==> config.mk <==
export PLATFORM = sky130hd
export DESIGN_NAME = cc_voice_writer
export DESIGN_NICKNAME = d
export VERILOG_FILES = /design/src/rtl/cc_voice_pkg.sv /design/src/rtl/cc_decode.sv /design/src/rtl/cc_addr_calc.sv /design/src/rtl/cc_value_xform.sv /design/src/rtl/cc_voice_writer.sv
export SDC_FILE = /design/constraint.sdc
export NUM_CORES = 1
export LEC_CHECK = 0
export BUFFER_PORTS_ARGS = -buffer_cell sky130_fd_sc_hd__buf_2
export CAP_MARGIN = 30
export CORE_MARGIN = 2
export CORE_UTILIZATION = 55
export DETAILED_ROUTE_END_ITERATION = 8
export MAX_ROUTING_LAYER = met4
export PLACE_DENSITY = 0.75
export SYNTH_ARGS = -nofsm -noshare
export SYNTH_HDL_FRONTEND = slang
export SYNTH_SLANG_ARGS = --single-unit
export TNS_END_PERCENT = 100
==> constraint.sdc <==
create_clock -name clk -period 8.9 [get_ports clk]
set_input_delay 0.445 -clock clk [delete_from_list [all_inputs] [get_ports clk]]
set_output_delay 0.445 -clock clk [all_outputs]
set_load 0.03 [all_outputs]
==> src/rtl/cc_voice_pkg.sv <==
package cc_voice_pkg;

    typedef enum logic [2:0] {
        OP_NONE,
        OP_BYTE,
        OP_LOUD,
        OP_BEND,
        OP_CENTER,
        OP_FLAG
    } op_e;

    typedef enum logic [2:0] {
        ST_IDLE,
        ST_RD_HI,
        ST_RD_LO,
        ST_RD_CAP,
        ST_WR_HI,
        ST_WR_LO
    } st_e;

    localparam int          LOUD_ENTRIES = 128;
    localparam int          LOUD_WIDTH   = 16;
    localparam logic [15:0] MUTE_CODE    = 16'hFE00;
    localparam logic [7:0]  FLAG_ON_MIN  = 8'd64;
    localparam logic [7:0]  CENTER_BIAS  = 8'd64;

    // Record offsets
    localparam logic [8:0] OFS_FLAGS  = 9'h072;
    localparam logic [8:0] OFS_LEVEL  = 9'h074;
    localparam logic [8:0] OFS_PAN    = 9'h076;
    localparam logic [8:0] OFS_EXPR   = 9'h078;
    localparam logic [8:0] OFS_BEND   = 9'h07C;
    localparam logic [8:0] OFS_CENTER = 9'h07E;
    localparam logic [8:0] OFS_SEND_A = 9'h07F;
    localparam logic [8:0] OFS_SEND_B = 9'h080;

    function automatic logic [LOUD_ENTRIES*LOUD_WIDTH-1:0] default_loud_table();
        logic [LOUD_ENTRIES*LOUD_WIDTH-1:0] t;
        t = '0;
        for (int i = 0; i < LOUD_ENTRIES; i++) begin
            t[i*LOUD_WIDTH +: LOUD_WIDTH] = 16'(i * i * 4);
        end
        return t;
    endfunction

endpackage

==> src/rtl/cc_decode.sv <==
module cc_decode
    import cc_voice_pkg::*;
(
    input  logic [7:0] ctrl,
    output op_e        op,
    output logic [8:0] offset,
    output logic [3:0] flag_bit
);
    always_comb begin
        op       = OP_NONE;
        offset   = '0;
        flag_bit = '0;
        unique case (ctrl)
            8'h07: begin op = OP_LOUD;   offset = OFS_LEVEL;  end
            8'h0B: begin op = OP_LOUD;   offset = OFS_EXPR;   end
            8'h0A: begin op = OP_BYTE;   offset = OFS_PAN;    end
            8'h91: begin op = OP_BYTE;   offset = OFS_SEND_A; end
            8'h97: begin op = OP_BYTE;   offset = OFS_SEND_B; end
            8'h7C: begin op = OP_BEND;   offset = OFS_BEND;   end
            8'h7D: begin op = OP_CENTER; offset = OFS_CENTER; end
            8'h40: begin op = OP_FLAG;   offset = OFS_FLAGS; flag_bit = 4'd0; end
            8'h95: begin op = OP_FLAG;   offset = OFS_FLAGS; flag_bit = 4'd2; end
            default: ;
        endcase
    end
endmodule

==> src/rtl/cc_addr_calc.sv <==
module cc_addr_calc #(
    parameter int NUM_VOICES = 26,
    parameter int REC_BYTES  = 287,
    parameter int AW         = 13
) (
    input  logic [7:0]    chan,
    input  logic [8:0]    offset,
    output logic          chan_ok,
    output logic [AW-1:0] addr
);
    always_comb begin
        chan_ok = (int'(chan) < NUM_VOICES);
        addr    = AW'(chan) * AW'(REC_BYTES) + AW'(offset);
    end
endmodule

==> src/rtl/cc_value_xform.sv <==
module cc_value_xform
    import cc_voice_pkg::*;
#(
    parameter logic [LOUD_ENTRIES*LOUD_WIDTH-1:0] LOUD_TABLE = default_loud_table()
) (
    input  op_e         op,
    input  logic [7:0]  val,
    input  logic [3:0]  flag_bit,
    input  logic [15:0] old_word,
    output logic [15:0] word
);
    logic [15:0] mask;
    logic [15:0] bend;

    always_comb begin
        mask = 16'd1 << flag_bit;
        bend = (16'(val) - 16'd128) << 1;
        unique case (op)
            OP_LOUD:   word = (val[6:0] == 7'd0) ? MUTE_CODE
                                                 : LOUD_TABLE[{val[6:0], 4'b0000} +: LOUD_WIDTH];
            OP_BEND:   word = bend;
            OP_CENTER: word = {8'h00, val - CENTER_BIAS};
            OP_FLAG:   word = (val >= FLAG_ON_MIN) ? (old_word | mask) : (old_word & ~mask);
            OP_BYTE:   word = {8'h00, val};
            default:   word = '0;
        endcase
    end
endmodule

==> src/rtl/cc_voice_writer.sv <==
module cc_voice_writer
    import cc_voice_pkg::*;
#(
    parameter int NUM_VOICES = 26,
    parameter int REC_BYTES  = 287,
    parameter int AW         = $clog2(NUM_VOICES * REC_BYTES),
    parameter logic [LOUD_ENTRIES*LOUD_WIDTH-1:0] LOUD_TABLE = default_loud_table()
) (
    input  logic          clk,
    input  logic          rst_n,
    input  logic          pkt_valid,
    output logic          pkt_ready,
    input  logic [31:0]   pkt_data,
    output logic [AW-1:0] mem_addr,
    output logic          mem_wr,
    output logic [7:0]    mem_wdata,
    output logic          mem_rd,
    input  logic [7:0]    mem_rdata,
    output logic          ign_pulse
);
    localparam int TOTAL_BYTES = NUM_VOICES * REC_BYTES;

    typedef struct packed {
        st_e           st;
        op_e           op;
        logic [AW-1:0] addr;
        logic          wide;
        logic [15:0]   word;
        logic [7:0]    val;
        logic [3:0]    fbit;
        logic [7:0]    rd_hi;
        logic          ign;
    } state_t;

    state_t q, d;

    logic [7:0]    in_chan, in_ctrl, in_val;
    logic          unused_type;
    op_e           dec_op;
    logic [8:0]    dec_ofs;
    logic [3:0]    dec_fbit;
    logic          chan_ok;
    logic [AW-1:0] calc_addr;
    op_e           x_op;
    logic [7:0]    x_val;
    logic [3:0]    x_fbit;
    logic [15:0]   x_word;
    logic          accept;

    assign in_chan     = pkt_data[23:16];
    assign in_ctrl     = pkt_data[15:8];
    assign in_val      = pkt_data[7:0];
    assign unused_type = ^pkt_data[31:24];
    assign pkt_ready   = (q.st == ST_IDLE);
    assign accept      = pkt_valid && pkt_ready;
    assign ign_pulse   = q.ign;

    cc_decode u_dec (
        .ctrl     (in_ctrl),
        .op       (dec_op),
        .offset   (dec_ofs),
        .flag_bit (dec_fbit)
    );

    cc_addr_calc #(
        .NUM_VOICES (NUM_VOICES),
        .REC_BYTES  (REC_BYTES),
        .AW         (AW)
    ) u_addr (
        .chan    (in_chan),
        .offset  (dec_ofs),
        .chan_ok (chan_ok),
        .addr    (calc_addr)
    );

    // In idle the transform works on the incoming packet, later on the latched one.
    always_comb begin
        if (q.st == ST_IDLE) begin
            x_op   = dec_op;
            x_val  = in_val;
            x_fbit = dec_fbit;
        end else begin
            x_op   = q.op;
            x_val  = q.val;
            x_fbit = q.fbit;
        end
    end

    cc_value_xform #(
        .LOUD_TABLE (LOUD_TABLE)
    ) u_xform (
        .op       (x_op),
        .val      (x_val),
        .flag_bit (x_fbit),
        .old_word ({q.rd_hi, mem_rdata}),
        .word     (x_word)
    );

    always_comb begin
        d         = q;
        d.ign     = 1'b0;
        mem_wr    = 1'b0;
        mem_rd    = 1'b0;
        mem_addr  = q.addr;
        mem_wdata = '0;
        unique case (q.st)
            ST_IDLE: begin
                if (accept && chan_ok) begin
                    if (dec_op == OP_NONE) begin
                        d.ign = 1'b1;
                    end else begin
                        d.op   = dec_op;
                        d.addr = calc_addr;
                        d.val  = in_val;
                        d.fbit = dec_fbit;
                        d.word = x_word;
                        d.wide = (dec_op == OP_LOUD) || (dec_op == OP_BEND) || (dec_op == OP_FLAG);
                        if (dec_op == OP_FLAG)
                            d.st = ST_RD_HI;
                        else if (d.wide)
                            d.st = ST_WR_HI;
                        else
                            d.st = ST_WR_LO;
                    end
                end
            end
            ST_RD_HI: begin
                mem_rd = 1'b1;
                d.st   = ST_RD_LO;
            end
            ST_RD_LO: begin
                mem_rd   = 1'b1;
                mem_addr = q.addr + AW'(1);
                d.rd_hi  = mem_rdata;
                d.st     = ST_RD_CAP;
            end
            ST_RD_CAP: begin
                d.word = x_word;
                d.st   = ST_WR_HI;
            end
            ST_WR_HI: begin
                mem_wr    = 1'b1;
                mem_wdata = q.word[15:8];
                d.st      = ST_WR_LO;
            end
            ST_WR_LO: begin
                mem_wr    = 1'b1;
                mem_addr  = q.addr + (q.wide ? AW'(1) : AW'(0));
                mem_wdata = q.word[7:0];
                d.st      = ST_IDLE;
            end
            default: d.st = ST_IDLE;
        endcase
    end

    always_ff @(posedge clk or negedge rst_n) begin
        if (!rst_n) begin
            q <= '{st: ST_IDLE, op: OP_NONE, default: '0};
        end else begin
            q <= d;
        end
    end

    // Assertions
    assert_bad_chan_no_access_R2: assert property (@(posedge clk) disable iff (!rst_n)
        (pkt_valid && pkt_ready && (int'(pkt_data[23:16]) >= NUM_VOICES))
        |=> (!mem_wr && !mem_rd && !ign_pulse && pkt_ready));

    assert_mute_code_R5: assert property (@(posedge clk) disable iff (!rst_n)
        (pkt_valid && pkt_ready && (int'(pkt_data[23:16]) < NUM_VOICES)
         && (pkt_data[15:8] == 8'h07 || pkt_data[15:8] == 8'h0B) && pkt_data[6:0] == 7'd0)
        |=> (mem_wr && mem_wdata == 8'hFE) ##1 (mem_wr && mem_wdata == 8'h00));

    assert_flag_rmw_order_R9: assert property (@(posedge clk) disable iff (!rst_n)
        (pkt_valid && pkt_ready && (int'(pkt_data[23:16]) < NUM_VOICES)
         && (pkt_data[15:8] == 8'h40 || pkt_data[15:8] == 8'h95))
        |=> mem_rd ##1 mem_rd ##1 (!mem_rd && !mem_wr) ##1 mem_wr ##1 mem_wr);

    assert_unmapped_pulse_R10: assert property (@(posedge clk) disable iff (!rst_n)
        (accept && chan_ok && dec_op == OP_NONE)
        |=> (ign_pulse && !mem_wr && !mem_rd) ##1 !ign_pulse);

    assert_addr_in_range_R3: assert property (@(posedge clk) disable iff (!rst_n)
        (mem_wr || mem_rd) |-> (int'(mem_addr) < TOTAL_BYTES));

    assert_busy_not_ready_R11: assert property (@(posedge clk) disable iff (!rst_n)
        (mem_wr || mem_rd) |-> (!pkt_ready && !(mem_wr && mem_rd)));

endmodule

* Yosys cells after proc, flatten, opt, wreduce, memory -nomap -nowiden
Index checks and enable logic that the tools add are counted.
Cells by class: multipliers 1, multiplexer cells 23, $add $sub $neg 5, shifts and indexed selects 2, order comparisons 2, reduce and logical (&&, ||, !) cells 16, bitwise gates (word level) 4, equal/unequal tests 24
Operators by type and width (number):
- $shiftx 2048x12->16 const A | 1
- $mux 48 | 2
- $pmux 16 s5 | 1
- $pmux 8 s8 | 1
- $mux 16 | 2
- $pmux 16 s2 | 1
- $pmux 3 s5 | 2
- $pmux 13 s2 | 1
- $eq 8x7->1 const B | 3
- $eq 8x8->1 const B | 3
- $eq 3x2->1 const B | 6
- $and 16x16->16 | 1
- $eq 8x4->1 const B | 2
- $not 16->16 | 1
- $or 16x16->16 | 1
- $pmux 8 s2 | 1
- $shl 1x4->16 const A | 1
- $eq 3x3->1 const B | 5
- $add 13x1->13 | 1
- $add 13x1->13 const B | 1
- $add 13x8->13 | 1
- $mul 8x9->13 const B | 1
- $sub 8x8->9 const B | 1
- $eq 8x3->1 const B | 1
- other kinds (21) | 36
Word-level totals: register bits after elaboration 57, output and inout port bits 25, input bits 43

* Longest topological paths before layout
word-level depth 11, depth in mapped cells 22, depth with buffers taken out 22

* Modules after synthesis
A second synthesis with hierarchy kept.
Second synthesis, totals: cell total of the unflattened synthesis 716, area, all modules 6528.8 µm²
Modules (own cells, without submodules):
- cc_voice_writer | cells each 229, area an instance 2914.0 µm², instances 1, seq. area each 1426.4 µm²
- cc_value_xform | cells each 276, area an instance 1805.5 µm², instances 1, seq. area each 0.0 µm²
- cc_addr_calc | cells each 158, area an instance 1451.4 µm², instances 1, seq. area each 0.0 µm²
- cc_decode | cells each 53, area an instance 357.8 µm², instances 1, seq. area each 0.0 µm²

* Least setup slack after synthesis
OpenSTA, ideal clock, no wires.
kind input port to flip-flop, from in pkt_data[8], to reg q[50] (netlist name), required time 8.804 ns, stages on the path 22, arrival time 5.325 ns, library setup time 0.096 ns, path slack 3.480 ns, path through buf_6 or4_1 or3_1 a21oi_1 or4_1 inv_1 fa_1 fa_1 inv_1 ha_1 inv_1 fa_1 inv_1 ha_1 a21o_1 a21oi_1 o21ai_0 o41ai_1 nor2_1 o21a_1 o21a_1 o31ai_1
Between the ends: cells in the longest elaborated chain, start to end 6
Ends and longest elaborated chain:
- from (decl) | RTL line cc_voice_writer.sv:13 | input logic [31:0] pkt_data,
- parallel branches: the longest is 6 deep, another holds $add 13x8->13
- to (signal assigned) | RTL line cc_voice_writer.sv:158 | q <= '{st: ST_IDLE, op: OP_NONE, default: '0};
- to (signal assigned) | RTL line cc_voice_writer.sv:160 | q <= d;
- to (decl) | RTL line cc_voice_writer.sv:35 | state_t q, d;
Parallel ways; which one is timed is not known. A chain may end at the register's enable or synchronous reset.

* Worst setup path in the final report
Ends and elaborated chain as after synthesis.

==> run metrics <==
status finished clean; top cell family by delay on the critical path adder cells; combinational power share 69.3%; fillers 1005; Worst Path Required 9.10 ns; RSZ-0062 raised after global routing no; critical path cell sequence buf_2 -> or4_1 -> or3_1 -> a21oi_1 -> or4_1 -> inv_1 -> fa_1 -> fa_1 -> inv_1 -> ha_1 -> inv_1 -> fa_1 -> inv_1 -> ha_1 -> a21o_1 -> a21oi_1 -> o21ai_0 -> o41ai_1 -> nor2_1 -> o21a_1 -> o21a_1 -> o31ai_1; Root Buffer clkbuf_16; Final ANT Viol Nets 0; GRT Util Overall 27.84%; Pleak 2.958 nW; initial antenna violation count 0; clock power share 10.8%; WP buf/inv 5; global-route wire length before repair 27520 um; Detailed Place HPWL 12530 um; reg-to-reg slack, setup 4.24 ns; Hold Buf Count CTS 0; Reg power frac 19.9%; PwrDens 292.8 mW/mm^2; Synth-to-Final Area Change 6.075%; Via-to-Cell Ratio 6.329; die outline width 110.5 um; Post-CTS Repair Setup Buffers 0; share of layout cells above drive strength 1 15.23%; Nets 880; Warnings, synthesis 0; post-synthesis net count 861; Tcrit/Tclk final 63.53%; Slew Limit Headroom 33.20%; synthesized flop and latch total 54; number of global-route vias before repair 5447; commonest non-fill, non-tap cells in the layout nand2_1, buf_2, dfrtp_1; Sum Neg Setup Slack 0 ns; commonest non-fill, non-tap cell in the layout nand2_1; max capacitance violation total 0; chip height 110.5 um; Pint 920.3 uW; antenna cells 0; crit end category flop; slowest stage delay, CP 0.53 ns; FMAX 176.9 MHz; switching power 1.018 mW; Max FO, Critical Path 10; Main synth FF type dfrtp_1; drt pass-1 iters 5; post-CTS sizing 0; Worst-Margin Slew between 0.9 and 1 ns; total die area 0.01222 mm^2; core box area approximately 0.011 mm^2; Fin. Hold Viols 0; WL/cell 18.21 um; Max stage delay cell, worst path fa_1; vias post-DR 5747; worst min path class in2async; most frequent CP cell inv_1; final wirelength 16540 um; # port buffers 59; Final Setup Violations 0; CTS tree done; Remaining Overflow, GRT 0; num rows 38; mapped cell area roughly 0.0062 mm^2; maximum clock path buffer count 2; htree depth 2; min cycle time layout 5.654 ns; Gate Count Post-Synth 748; Sw Share ~53%; max-slew violations 0; CP Class in2reg; DRC errors left 0; CP Launch Type input port; Cell variety after synth 78; Num CTS Buffers 5; Mapped Avg Cell Area 8.344 um^2; Peak VDD IR 173.8 uV; DR iter-0 viols 514; Post-synth EDFFs 0; Worst Hold Slack 0.2387 ns; Clock Pin Slew Worst Setup and Hold Paths 0.08 ns; gpl congestion 0.9640; Async SR Flop Fraction 100.0%; post-synthesis sequential area ratio 21.65%; I/O pin count between 60 and 70; Skew-Pair Late Insertion Delay 0.31 ns; Layout Skew between 0.01 and 0.015 ns; largest net degree at the start of global routing 60; clk sink count 54; Crit path arrival time 5.85 ns; Initial Utilization between 50% and 60%
==> path summary, 6_finish.rpt <==
path,endpoint,depth (start not counted),start
worst max-delay path,q[50],22,pkt_data[8]
worst min-delay path,q[17],2,rst_n
worst max register to register,q[30],14,q[54]
worst min register to register,q[37],1,q[37]
max in group asynchronous,q[43],2,rst_n
min in group clk,q[5],2,mem_rdata[4]
==> cell usage after synthesis (all sizes together) (6+ instances only) <==
cell type / count / area [um^2]
o211ai: 6 / 45.04
xor2: 11 / 96.34
clkbuf: 29 / 110.1
fa: 24 / 480.5
a221oi: 9 / 85.08
nor2: 50 / 195.2
and3: 8 / 51.30
a21oi: 34 / 173.9
nand3b: 8 / 60.06
nand2b: 13 / 83.83
nand2: 78 / 292.8
mux2: 28 / 319.1
nand3: 13 / 65.06
buf: 23 / 172.7
a31oi: 8 / 50.05
xnor2: 20 / 175.2
a21o: 8 / 60.06
o22ai: 10 / 62.56
o221ai: 6 / 58.80
inv: 54 / 202.7
ha: 46 / 575.6
nor3: 21 / 110.1
a22oi: 7 / 52.55
mux2i: 20 / 200.2
nand4: 8 / 50.05
o21a: 6 / 45.04
nor4: 7 / 58.81
nor2b: 15 / 93.84
o21ai: 56 / 280.3
dfrtp: 54 / 1351
==> cell families after synthesis <==
| group | count (synthesis) | share of synthesized area (%) |
|---|---|---|
| AND/OR/NAND/NOR | 239 | 19.21 |
| flip-flops | 54 | 21.65 |
| AO/OA/AOI/OAI | 197 | 21.39 |
| adder cells (fa/ha/maj) | 72 | 17.24 |
| buffers and inverters | 107 | 7.839 |
| XOR/XNOR | 31 | 4.350 |
| multiplexers | 48 | 8.320 |
==> per-stage QoR <==
stage | power [mW] | setup WS [ns] | util (%) | instance area (um^2) | std cells
2_1_floorplan | 1.423 | 3.480 | - | 6241 | 748
3_3_place_gp | 1.671 | 3.028 | 59.13 | 6466 | 900
3_5_place_dp | 1.709 | 2.938 | 59.13 | 6466 | 900
4_1_cts | 1.923 | 3.229 | 60.54 | 6620 | 908
5_1_grt | 2.095 | 2.898 | 60.54 | 6620 | 908
6_report | 1.938 | 3.246 | 60.54 | 6620 | 908
==> power groups by stage <==
stage	Combinational [mW]	Clock, mW	Sequential [mW]
floorplan	1.08	0	0.345
global placement	1.29	0	0.382
detailed placement	1.32	0	0.389
CTS	1.33	0.213	0.384
global route	1.48	0.221	0.397
finish	1.34	0.209	0.385
==> cell type report <==
| cell class | count | area (um^2) | area share (%) |
|---|---|---|---|
| clock buffer | 5 | 125.1 | 1.890 |
| clock inverter | 3 | 28.78 | 0.4347 |
| inverter | 55 | 206.4 | 3.119 |
| multi-input combinational | 587 | 4400 | 66.47 |
| sequential | 54 | 1351 | 20.41 |
| tap | 140 | 175.2 | 2.646 |
| timing repair buffer | 64 | 332.8 | 5.027 |
==> state kept, by name (all words and copies together), names as in the netlist <==
register   cells
q             53
ign_pulse      1
==> routing by layer <==
metal	global-route usage (%)	vias up	share of wire [%]
met1	39.13	2768	45
met5	-	-	0
met3	3.952	26	7.0
li1	-	2727	-
met4	6.167	0	1.6
met2	43.07	226	47
Note: power is estimated with default switching activity, not from simulation.
